==> src/rtl/usr_pkg.sv <==
package usr_pkg;

    typedef enum logic [1:0] {
        MODE_HOLD  = 2'b00,
        MODE_RIGHT = 2'b01,
        MODE_LEFT  = 2'b10,
        MODE_LOAD  = 2'b11
    } usr_mode_e;

    typedef struct packed {
        usr_mode_e mode;
        logic      load;
    } usr_ctrl_t;

    function automatic usr_ctrl_t decode_sel(input logic [1:0] sel);
        usr_ctrl_t c;
        c.mode = usr_mode_e'(sel);
        c.load = (sel == 2'b11);
        return c;
    endfunction

    function automatic logic stage_next(
        input usr_mode_e m,
        input logic      self_q,
        input logic      below,
        input logic      above,
        input logic      par
    );
        logic r;
        case (m)
            MODE_RIGHT: r = below;
            MODE_LEFT:  r = above;
            MODE_LOAD:  r = par;
            default:    r = self_q;
        endcase
        return r;
    endfunction

endpackage

==> src/rtl/usr_mode_decode.sv <==
module usr_mode_decode
    import usr_pkg::*;
(
    input  logic [1:0] sel,
    output usr_ctrl_t  ctrl
);
    always_comb ctrl = decode_sel(sel);
endmodule

==> src/rtl/usr_stage_bank.sv <==
module usr_stage_bank
    import usr_pkg::*;
#(
    parameter int W = 8
) (
    input  logic         clk,
    input  logic         clr_n,
    input  usr_ctrl_t    ctrl,
    input  logic         ser_right_in,
    input  logic         ser_left_in,
    input  logic [W-1:0] par_in,
    output logic [W-1:0] q
);
    localparam int EXT = W + 2;

    logic [EXT-1:0] ext;
    logic [W-1:0]   d;

    // ext[0] feeds stage 0 from below, ext[EXT-1] feeds stage W-1 from above
    assign ext = {ser_left_in, q, ser_right_in};

    for (genvar i = 0; i < W; i++) begin : g_stage
        assign d[i] = stage_next(ctrl.mode, q[i], ext[i], ext[i+2], par_in[i]);
    end

    always_ff @(posedge clk or negedge clr_n) begin
        if (!clr_n) q <= '0;
        else        q <= d;
    end
endmodule

==> src/rtl/usr_port_drive.sv <==
module usr_port_drive
    import usr_pkg::*;
#(
    parameter int W = 8
) (
    input  usr_ctrl_t    ctrl,
    input  logic         oe_a_n,
    input  logic         oe_b_n,
    input  logic [W-1:0] q,
    output logic [W-1:0] port_out,
    output logic [W-1:0] port_oe,
    output logic         ser_first_out,
    output logic         ser_last_out
);
    logic drive;

    assign drive         = ~oe_a_n & ~oe_b_n & ~ctrl.load;
    assign port_oe       = {W{drive}};
    assign port_out      = q;
    assign ser_first_out = q[0];
    assign ser_last_out  = q[W-1];
endmodule

==> src/rtl/usr_shift_reg.sv <==
module usr_shift_reg
    import usr_pkg::*;
#(
    parameter int W = 8
) (
    input  logic         clk,
    input  logic         clr_n,
    input  logic [1:0]   sel,
    input  logic         oe_a_n,
    input  logic         oe_b_n,
    input  logic         ser_right_in,
    input  logic         ser_left_in,
    input  logic [W-1:0] port_in,
    output logic [W-1:0] port_out,
    output logic [W-1:0] port_oe,
    output logic         ser_first_out,
    output logic         ser_last_out
);
    usr_ctrl_t    ctrl;
    logic [W-1:0] q;

    usr_mode_decode u_dec (
        .sel  (sel),
        .ctrl (ctrl)
    );

    usr_stage_bank #(.W(W)) u_bank (
        .clk          (clk),
        .clr_n        (clr_n),
        .ctrl         (ctrl),
        .ser_right_in (ser_right_in),
        .ser_left_in  (ser_left_in),
        .par_in       (port_in),
        .q            (q)
    );

    usr_port_drive #(.W(W)) u_drv (
        .ctrl          (ctrl),
        .oe_a_n        (oe_a_n),
        .oe_b_n        (oe_b_n),
        .q             (q),
        .port_out      (port_out),
        .port_oe       (port_oe),
        .ser_first_out (ser_first_out),
        .ser_last_out  (ser_last_out)
    );
endmodule

==> config.mk <==
export PLATFORM = sky130hd
export DESIGN_NAME = usr_shift_reg
export DESIGN_NICKNAME = d
export VERILOG_FILES = /design/src/rtl/usr_pkg.sv /design/src/rtl/usr_mode_decode.sv /design/src/rtl/usr_stage_bank.sv /design/src/rtl/usr_port_drive.sv /design/src/rtl/usr_shift_reg.sv
export SDC_FILE = /design/constraint.sdc
export NUM_CORES = 1
export LEC_CHECK = 0
export CELL_PAD_IN_SITES_DETAIL_PLACEMENT = 0
export CELL_PAD_IN_SITES_GLOBAL_PLACEMENT = 2
export CORE_UTILIZATION = 18
export DETAILED_ROUTE_END_ITERATION = 7
export PLACE_DENSITY = 0.73
export SETUP_SLACK_MARGIN = 0.3
export SLEW_MARGIN = 20
export SYNTH_ARGS = -nofsm -noshare
export SYNTH_HDL_FRONTEND = slang
export SYNTH_SLANG_ARGS = --single-unit
==> constraint.sdc <==
create_clock -name clk -period 1.38 [get_ports clk]
set_input_delay 0.207 -clock clk [delete_from_list [all_inputs] [get_ports clk]]
set_output_delay 0.207 -clock clk [all_outputs]
set_load 0.05 [all_outputs]
==> flow_summary.rst, run 1 <==
.. list-table::
   :header-rows: 1

   * - Metric
     - Value
   * - Effective utilization at floorplan
     - 19.2%
   * - Final number of setup-violating endpoints
     - 0
   * - Via density per instance
     - 4.03
   * - Slew at the pin closest to its max-slew limit
     - 0.367 ns
   * - Clock Tree Buf Depth
     - 2
   * - Category of the worst setup path capture point
     - primary output
   * - Switching power share of the total
     - slightly below 40%
   * - Clock input transition at the sequential cells of the worst setup and hold paths
     - ~0.050 ns
   * - Maximum fanout encountered on the critical timing path
     - 8
   * - Cell with the most instances on the worst path
     - sky130_fd_sc_hd__buf_12
   * - Psw
     - about 0.5 mW
   * - Slowest stage cell on the critical path
     - sky130_fd_sc_hd__a211oi_4
   * - RSZ-0062 raised after global routing
     - yes
   * - Peak VDD IR
     - approximately 0.8 mV
   * - Placeable Area
     - between 2000 and 3000 um2
   * - DRT Wirelength
     - around 1.1 mm
   * - Worst-case headroom to the max-slew limit
     - roughly 75%
   * - Largest delay share family, worst path
     - buffers and inverters
   * - Wire length per cell after detailed routing
     - 12.4 um
   * - All-Layer GR Usage
     - between 8 and 9%
   * - Skew final
     - 0.00165 ns
   * - Die Height
     - roughly 54 um
   * - Worst reg2reg endpoint
     - u_bank.q[6]
   * - Portion of the clock cycle consumed by the worst path in the final layout
     - roughly 86%
   * - Yosys reg bits
     - 8
   * - Total vias in the final route
     - approximately 360
   * - Arrival time at the worst endpoint
     - 0.98 ns
   * - Number of hold violations in the final report
     - 0
   * - Stage delay of the slowest cell on the critical path
     - ~0.22 ns
   * - Combinational share of power
     - about 57%
   * - Peak clock frequency supported by timing
     - between 0.8 and 0.9 GHz
   * - Biggest registers after layout
     - u_bank.q x8
   * - Critical Path, Cell by Cell
     - buf_6 -> buf_12 -> a211oi_4 -> buf_12 -> buf_12
   * - Setup slack on the worst flop-to-flop path
     - roughly 0.34 ns
   * - Leakage power total
     - roughly 0.41 nW
   * - Number of input and output port buffers inserted
     - 33
   * - Total number of nets in the final design
     - 76
   * - Buffer and inverter count on the worst path
     - 4
   * - Yosys warning count
     - 0
   * - TritonCTS buffer count
     - 3
   * - Top routing layer in use
     - met3
   * - Synth-to-Final Area Change
     - 113%
   * - Post-synthesis average cell area
     - 16.7 um2
   * - Number of top-level design ports
     - 34
   * - Antenna diode count
     - 0
   * - WHS
     - between 0.2 and 0.25 ns
   * - Largest net degree at the start of global routing
     - 9
   * - Total standard cell area after synthesis
     - 485 um2
   * - DRC violations left
     - 0
   * - Starting DRT DRC Count
     - 0
   * - Number of nets with antenna violations after detailed routing
     - 0
   * - Worst-skew pair later-pin latency
     - 0.25 ns
   * - Number of instances in the synthesized netlist
     - 29
   * - Combined flip-flop and latch cell area
     - 210 um2
   * - Kind of launch point of the worst setup path
     - primary input
   * - Number of sinks driven by the clock tree
     - 8
   * - Number of flip-flops under the largest register name
     - 8
   * - Clock group share of total power
     - a little over an eighth
   * - Max-slew violation count
     - 0
   * - Cell row count
     - 18
   * - Worst min path class
     - primary input to async pin
   * - Clock tree from TritonCTS
     - built
   * - Depth of the worst register-to-register path
     - 1
   * - Detailed-routed wire length on met3
     - between 150 and 200 um
   * - Kind of critical path
     - primary input to primary output
   * - Max-cap violations
     - 0
   * - Met1 Wirelength
     - 404 um
   * - H-tree Lvls
     - 1
   * - Filler Cell Count
     - ~240
   * - Result of the run
     - finished clean
   * - Area of the die
     - slightly below 3000 um2
   * - Share of total power in sequential cells
     - ~29%
   * - Fraction of final layout cells sized beyond drive strength 1
     - about four fifths
   * - Via count of the first global-routing pass
     - around 350
   * - Net count after synthesis
     - 45
   * - Number of antenna violations at the first check in global routing
     - 0
   * - Area used by multi-input combinational logic
     - 200 um2
   * - Sum of overflow across all layers after global routing
     - 0
   * - CTS root buffer
     - sky130_fd_sc_hd__clkbuf_4
   * - Power density over the cells
     - roughly 1300 nW/um2
   * - First-pass DRT Iterations
     - 1
   * - Placer Congestion
     - 0.659
   * - Met2 wire length
     - ~520 um
   * - Internal portion of total power
     - roughly 0.80 mW
   * - Core Util, Final
     - between 40 and 50%
   * - HPWL reported at the end of detailed placement
     - slightly above 900 um
   * - Minimum period implied by the final worst setup slack
     - approximately 1.2 ns
   * - Reg2Reg Launch Point
     - u_bank.q[7]
   * - Portion of the post-synthesis area used by sequential elements
     - between 40 and 50%
   * - First-pass GRT wire length
     - around 1.6 mm
   * - Register with the most flip-flops
     - u_bank.q
   * - Required time of the worst setup path
     - ~1.2 ns
   * - Synth cell types
     - 5
   * - Die width
     - about 54 um
==> per-layer routing <==
layer	track usage [%]	up-vias
met4	3.95	0
met1	9.12	170
met5	0	-
met2	13.2	27
li1	-	158
met3	5.65	0
==> metrics by stage <==
step                setup slack (ns)  setup TNS, ns  power [mW]  instance area [um2]  cells
floorplan                      0.236              0       0.742                  508     29
global placement              -0.241          -2.83        1.13                 1010     84
detailed placement            -0.248          -2.96        1.14                 1010     84
CTS                            0.192              0        1.33                 1030     88
global route                   0.179              0        1.36                 1030     88
finish                         0.196              0        1.30                 1030     88
==> cells in the final DEF, fill, tap and decap left out <==
cell type,count
sky130_fd_sc_hd__clkdlybuf4s15_1,1
sky130_fd_sc_hd__clkdlybuf4s50_1,11
sky130_fd_sc_hd__clkbuf_4,3
sky130_fd_sc_hd__a211oi_4,1
sky130_fd_sc_hd__buf_12,20
sky130_fd_sc_hd__buf_2,2
sky130_fd_sc_hd__dfrtp_2,8
sky130_fd_sc_hd__buf_6,1
sky130_fd_sc_hd__mux4_2,8
sky130_fd_sc_hd__buf_4,3
==> timing repair <==
item	in CTS	in global routing
endpoints found under the setup margin	20	17
pin swaps	1	0
setup buffers	1	0
resized for setup	16	0
hold buffers	0	0
==> cell families (layout without fill, tap and decap cells) <==
family	Yosys count	count (layout)	share of synthesized area, %
buffers and inverters	12	41	20.1
multiplexers	8	8	37.1
flip-flops	8	8	41.2
AO/OA/AOI/OAI	1	1	1.55
==> power by group through the flow <==
stage	registers [mW]	logic, mW	clock network, mW
after floorplan	0.520	0.222	0
final	0.383	0.745	0.174
after detailed placement	0.388	0.753	0
after global placement	0.387	0.747	0
after CTS	0.386	0.752	0.191
after global routing	0.393	0.767	0.200
==> worst max path at each step <==
| stage | cells after the start | end | slack, ns | startpoint |
|---|---|---|---|---|
| 4_1_cts | 5 | port_oe[7] | 0.19 | sel[0] |
| 6_report | 5 | port_oe[7] | 0.20 | sel[0] |
| 3_3_place_gp | 5 | port_oe[3] | -0.24 | sel[0] |
| 2_1_floorplan | 3 | port_oe[0] | 0.24 | sel[0] |
| 5_1_grt | 5 | port_oe[1] | 0.18 | sel[0] |
| 3_5_place_dp | 5 | port_oe[7] | -0.25 | sel[0] |
==> layout make-up <==
class	count	share of cell area (%)
Sequential cell	8	20.3
Timing Repair Buffer	38	54.5
Tap cell	30	3.63
Multi-Input combinational cell	9	19.3
Clock buffer	3	2.18
==> cells in the mapped netlist <==
library cell	instances	area, um2
sky130_fd_sc_hd__dfrtp_1	8	200
sky130_fd_sc_hd__buf_4	10	75.1
sky130_fd_sc_hd__a211oi_1	1	7.51
sky130_fd_sc_hd__buf_6	2	22.5
sky130_fd_sc_hd__mux4_2	8	180
No activity file was read; power rests on OpenSTA's default activity.
==> run 2: changes to the inputs <==
- CORE_UTILIZATION: 18 -> 20
- PLACE_DENSITY: 0.73 -> 0.87
- clock period: 1.38 -> 1.2 ns (I/O delays scaled with it)
==> run 2 against run 1 <==
  * Register-to-register slack got worse by 0.19 ns
  * Core utilization increased by 5.0 points
  * Worst hold slack lost 0.033 ns
  * Clock power is 13% higher
  * Setup slack lost 0.16 ns
  * Critical path type unchanged
  * Global-route usage up 2.1 points
==> flow_summary.rst, run 2 (synthesis gave the netlist of run 1 again) <==
.. list-table::
   :header-rows: 1

   * - Metric
     - Value
   * - Result of the run
     - finished clean
   * - Minimum setup slack after placement
     - -0.363 ns (-0.115 ns)
   * - Die width
     - 51.3 um (-4.9%)
   * - Power density over the cells
     - 1440 nW/um2 (+15%)
   * - All-Layer GR Usage
     - 10.7% (+2.1 points)
   * - Via density per instance
     - 4.29 (+6.4%)
   * - Max-cap violations
     - 0 (unchanged)
   * - Placer Congestion
     - 0.709 (+7.7%)
   * - Arrival time at the worst endpoint
     - 0.98 ns (about the same)
   * - Number of hold violations in the final report
     - 0 (unchanged)
   * - Die Height
     - 51.3 um (-4.9%)
   * - Worst-case headroom to the max-slew limit
     - 76.1% (+0.65 points)
   * - Clock group share of total power
     - 13.1% (-0.3 points)
   * - Portion of the clock cycle consumed by the worst path in the final layout
     - 97.0%
   * - Placeable Area
     - 2250 um2 (-11%)
   * - Synth-to-Final Area Change
     - 114%
   * - WHS
     - 0.205 ns (-0.0326 ns)
   * - Setup slack on the worst flop-to-flop path
     - 0.15 ns (-0.19 ns)
   * - Setup WS post-layout
     - 0.0365 ns (-0.159 ns)
   * - Number of nets with antenna violations after detailed routing
     - 0 (unchanged)
   * - Antenna diode count
     - 0 (unchanged)
   * - Leakage power total
     - 0.410 nW (+0.15%)
   * - Reg2Reg Launch Point
     - u_bank.q[7]
   * - Wire length per cell after detailed routing
     - 13.4 um (+8.4%)
   * - Sum of overflow across all layers after global routing
     - 0 (unchanged)
   * - Most frequent standard cell in the layout excluding fill and tap cells
     - sky130_fd_sc_hd__buf_12
   * - Maximum fanout encountered on the critical timing path
     - 8 (unchanged)
   * - Total vias in the final route
     - 369 (+3.9%)
   * - Post-CTS Hold Fix Bufs
     - 0 (unchanged)
   * - Worst min path class
     - primary input to async pin
   * - Summed negative setup slack over all endpoints
     - 0 ns (unchanged)
   * - RSZ-0062 raised after global routing
     - yes
   * - First-pass GRT wire length
     - 1.89 mm (+18%)
   * - Number of antenna violations at the first check in global routing
     - 0 (unchanged)
   * - Kind of launch point of the worst setup path
     - primary input
   * - Clock Tree Buf Depth
     - 2 (unchanged)
   * - Peak VDD IR
     - 0.626 mV (-20%)
   * - Number of sinks driven by the clock tree
     - 8 (unchanged)
   * - Via count of the first global-routing pass
     - 391 (+13%)
   * - Effective utilization at floorplan
     - 21.5% (+2.3 points)
   * - First element of the critical path
     - sel[0]
   * - Area of the die
     - 2630 um2 (-9.6%)
   * - Share of total power in sequential cells
     - 29.4% (about the same)
   * - Category of the worst setup path capture point
     - primary output
   * - Total number of nets in the final design
     - 76 (unchanged)
   * - Overall power
     - 1.50 mW (+15%)
   * - TritonCTS buffer count
     - 3 (unchanged)
   * - Psw
     - 0.575 mW (+15%)
   * - Biggest registers after layout
     - u_bank.q x8
   * - Commonest non-fill, non-tap cells in the layout
     - sky130_fd_sc_hd__buf_12, sky130_fd_sc_hd__clkdlybuf4s50_1, sky130_fd_sc_hd__mux4_2, sky130_fd_sc_hd__dfrtp_2
   * - Register with the most flip-flops
     - u_bank.q
   * - Internal portion of total power
     - 0.922 mW (+15%)
   * - Required time of the worst setup path
     - 1.02 ns (-0.15 ns)
   * - DRT Wirelength
     - 1.15 mm (+5.9%)
   * - H-tree Lvls
     - 1 (unchanged)
   * - Core Util, Final
     - 46.0% (+5.0 points)
   * - Final number of setup-violating endpoints
     - 0 (unchanged)
   * - Slew at the pin closest to its max-slew limit
     - 0.358 ns (-0.00969 ns)
   * - Skew final
     - 0.00352 ns (+0.00188 ns)
   * - Depth of the worst register-to-register path
     - 1 (unchanged)
   * - Number of input and output port buffers inserted
     - 33 (unchanged)
   * - Cell row count
     - 17 (-1)
   * - Clock input transition at the sequential cells of the worst setup and hold paths
     - 0.05 ns (about the same)
   * - Critical path capture point
     - port_oe[4]
   * - Starting DRT DRC Count
     - 6 (+6)
   * - Kind of critical path
     - primary input to primary output
   * - Max-slew violation count
     - 0 (unchanged)
   * - Peak clock frequency supported by timing
     - about 0.86 GHz
   * - Clock tree from TritonCTS
     - built
   * - Largest net degree at the start of global routing
     - 9 (unchanged)
   * - Worst reg2reg endpoint
     - u_bank.q[6]
   * - Number of top-level design ports
     - 34 (unchanged)
   * - CTS root buffer
     - sky130_fd_sc_hd__clkbuf_4
   * - Number of flip-flops under the largest register name
     - 8 (unchanged)
   * - Minimum period implied by the final worst setup slack
     - 1.16 ns
   * - First-pass DRT Iterations
     - 4 (+3)
   * - DRC violations left
     - 0 (unchanged)
   * - Fraction of final layout cells sized beyond drive strength 1
     - 77.6% (-1.7 points)
   * - Switching power share of the total
     - 38.4% (-0.12 points)
   * - Combinational share of power
     - 57.4% (+0.2 points)
   * - Worst-skew pair later-pin latency
     - 0.25 ns (about the same)
   * - HPWL reported at the end of detailed placement
     - 937 um (+3.1%)
[run 2: critical path, cell delays in order]
cell	delay, ns
sky130_fd_sc_hd__buf_6	0.09
sky130_fd_sc_hd__buf_12	0.11
sky130_fd_sc_hd__a211oi_4	0.25
sky130_fd_sc_hd__buf_12	0.19
sky130_fd_sc_hd__buf_12	0.14
[run 2: metal layers]
layer / global-route usage [%] / vias up / wire length, um
met5: 0 / - / 0
met1: 13.0 / 174 / 485
met4: 10.8 / 0 / 42
met3: 3.27 / 4 / 124
met2: 14.5 / 31 / 498
li1: - / 160 / -
[run 2: worst min-delay path by stage]
stage,start,cells after the start,end
floorplan,clr_n,0,u_bank.q[0]
detailed placement,clr_n,1,u_bank.q[1]
global route,clr_n,1,u_bank.q[1]
CTS,clr_n,1,u_bank.q[1]
finish,clr_n,1,u_bank.q[0]
global placement,clr_n,1,u_bank.q[6]
[run 2: through the flow]
step	area, um2	std cells
4_1_cts	1040	86
6_report	1040	86
2_1_floorplan	524	29
5_1_grt	1040	86
3_5_place_dp	1010	82
3_3_place_gp	1010	82
[run 2: cell type report]
cell class / count / area [um2]
well taps: 28 / 35.0
repair buffers: 38 / 569
clock buffers: 3 / 22.5
flip-flops and latches: 8 / 210
fillers: 209 / 1220
multi-input cells: 9 / 200
[run 2: power by group through the flow]
| stage | Clock (mW) | Combinational (mW) | Sequential (mW) |
|---|---|---|---|
| global route | 0.219 | 0.886 | 0.456 |
| detailed placement | 0 | 0.865 | 0.445 |
| CTS | 0.213 | 0.866 | 0.442 |
| finish | 0.197 | 0.860 | 0.441 |
| floorplan | 0 | 0.261 | 0.598 |
| global placement | 0 | 0.857 | 0.444 |
[run 2: timing repair]
action	in CTS	in global routing
buffers inserted	1	0
gates resized for setup	12	1
pin swaps	1	1
gates cloned	0	0
setup endpoints to repair	26	26
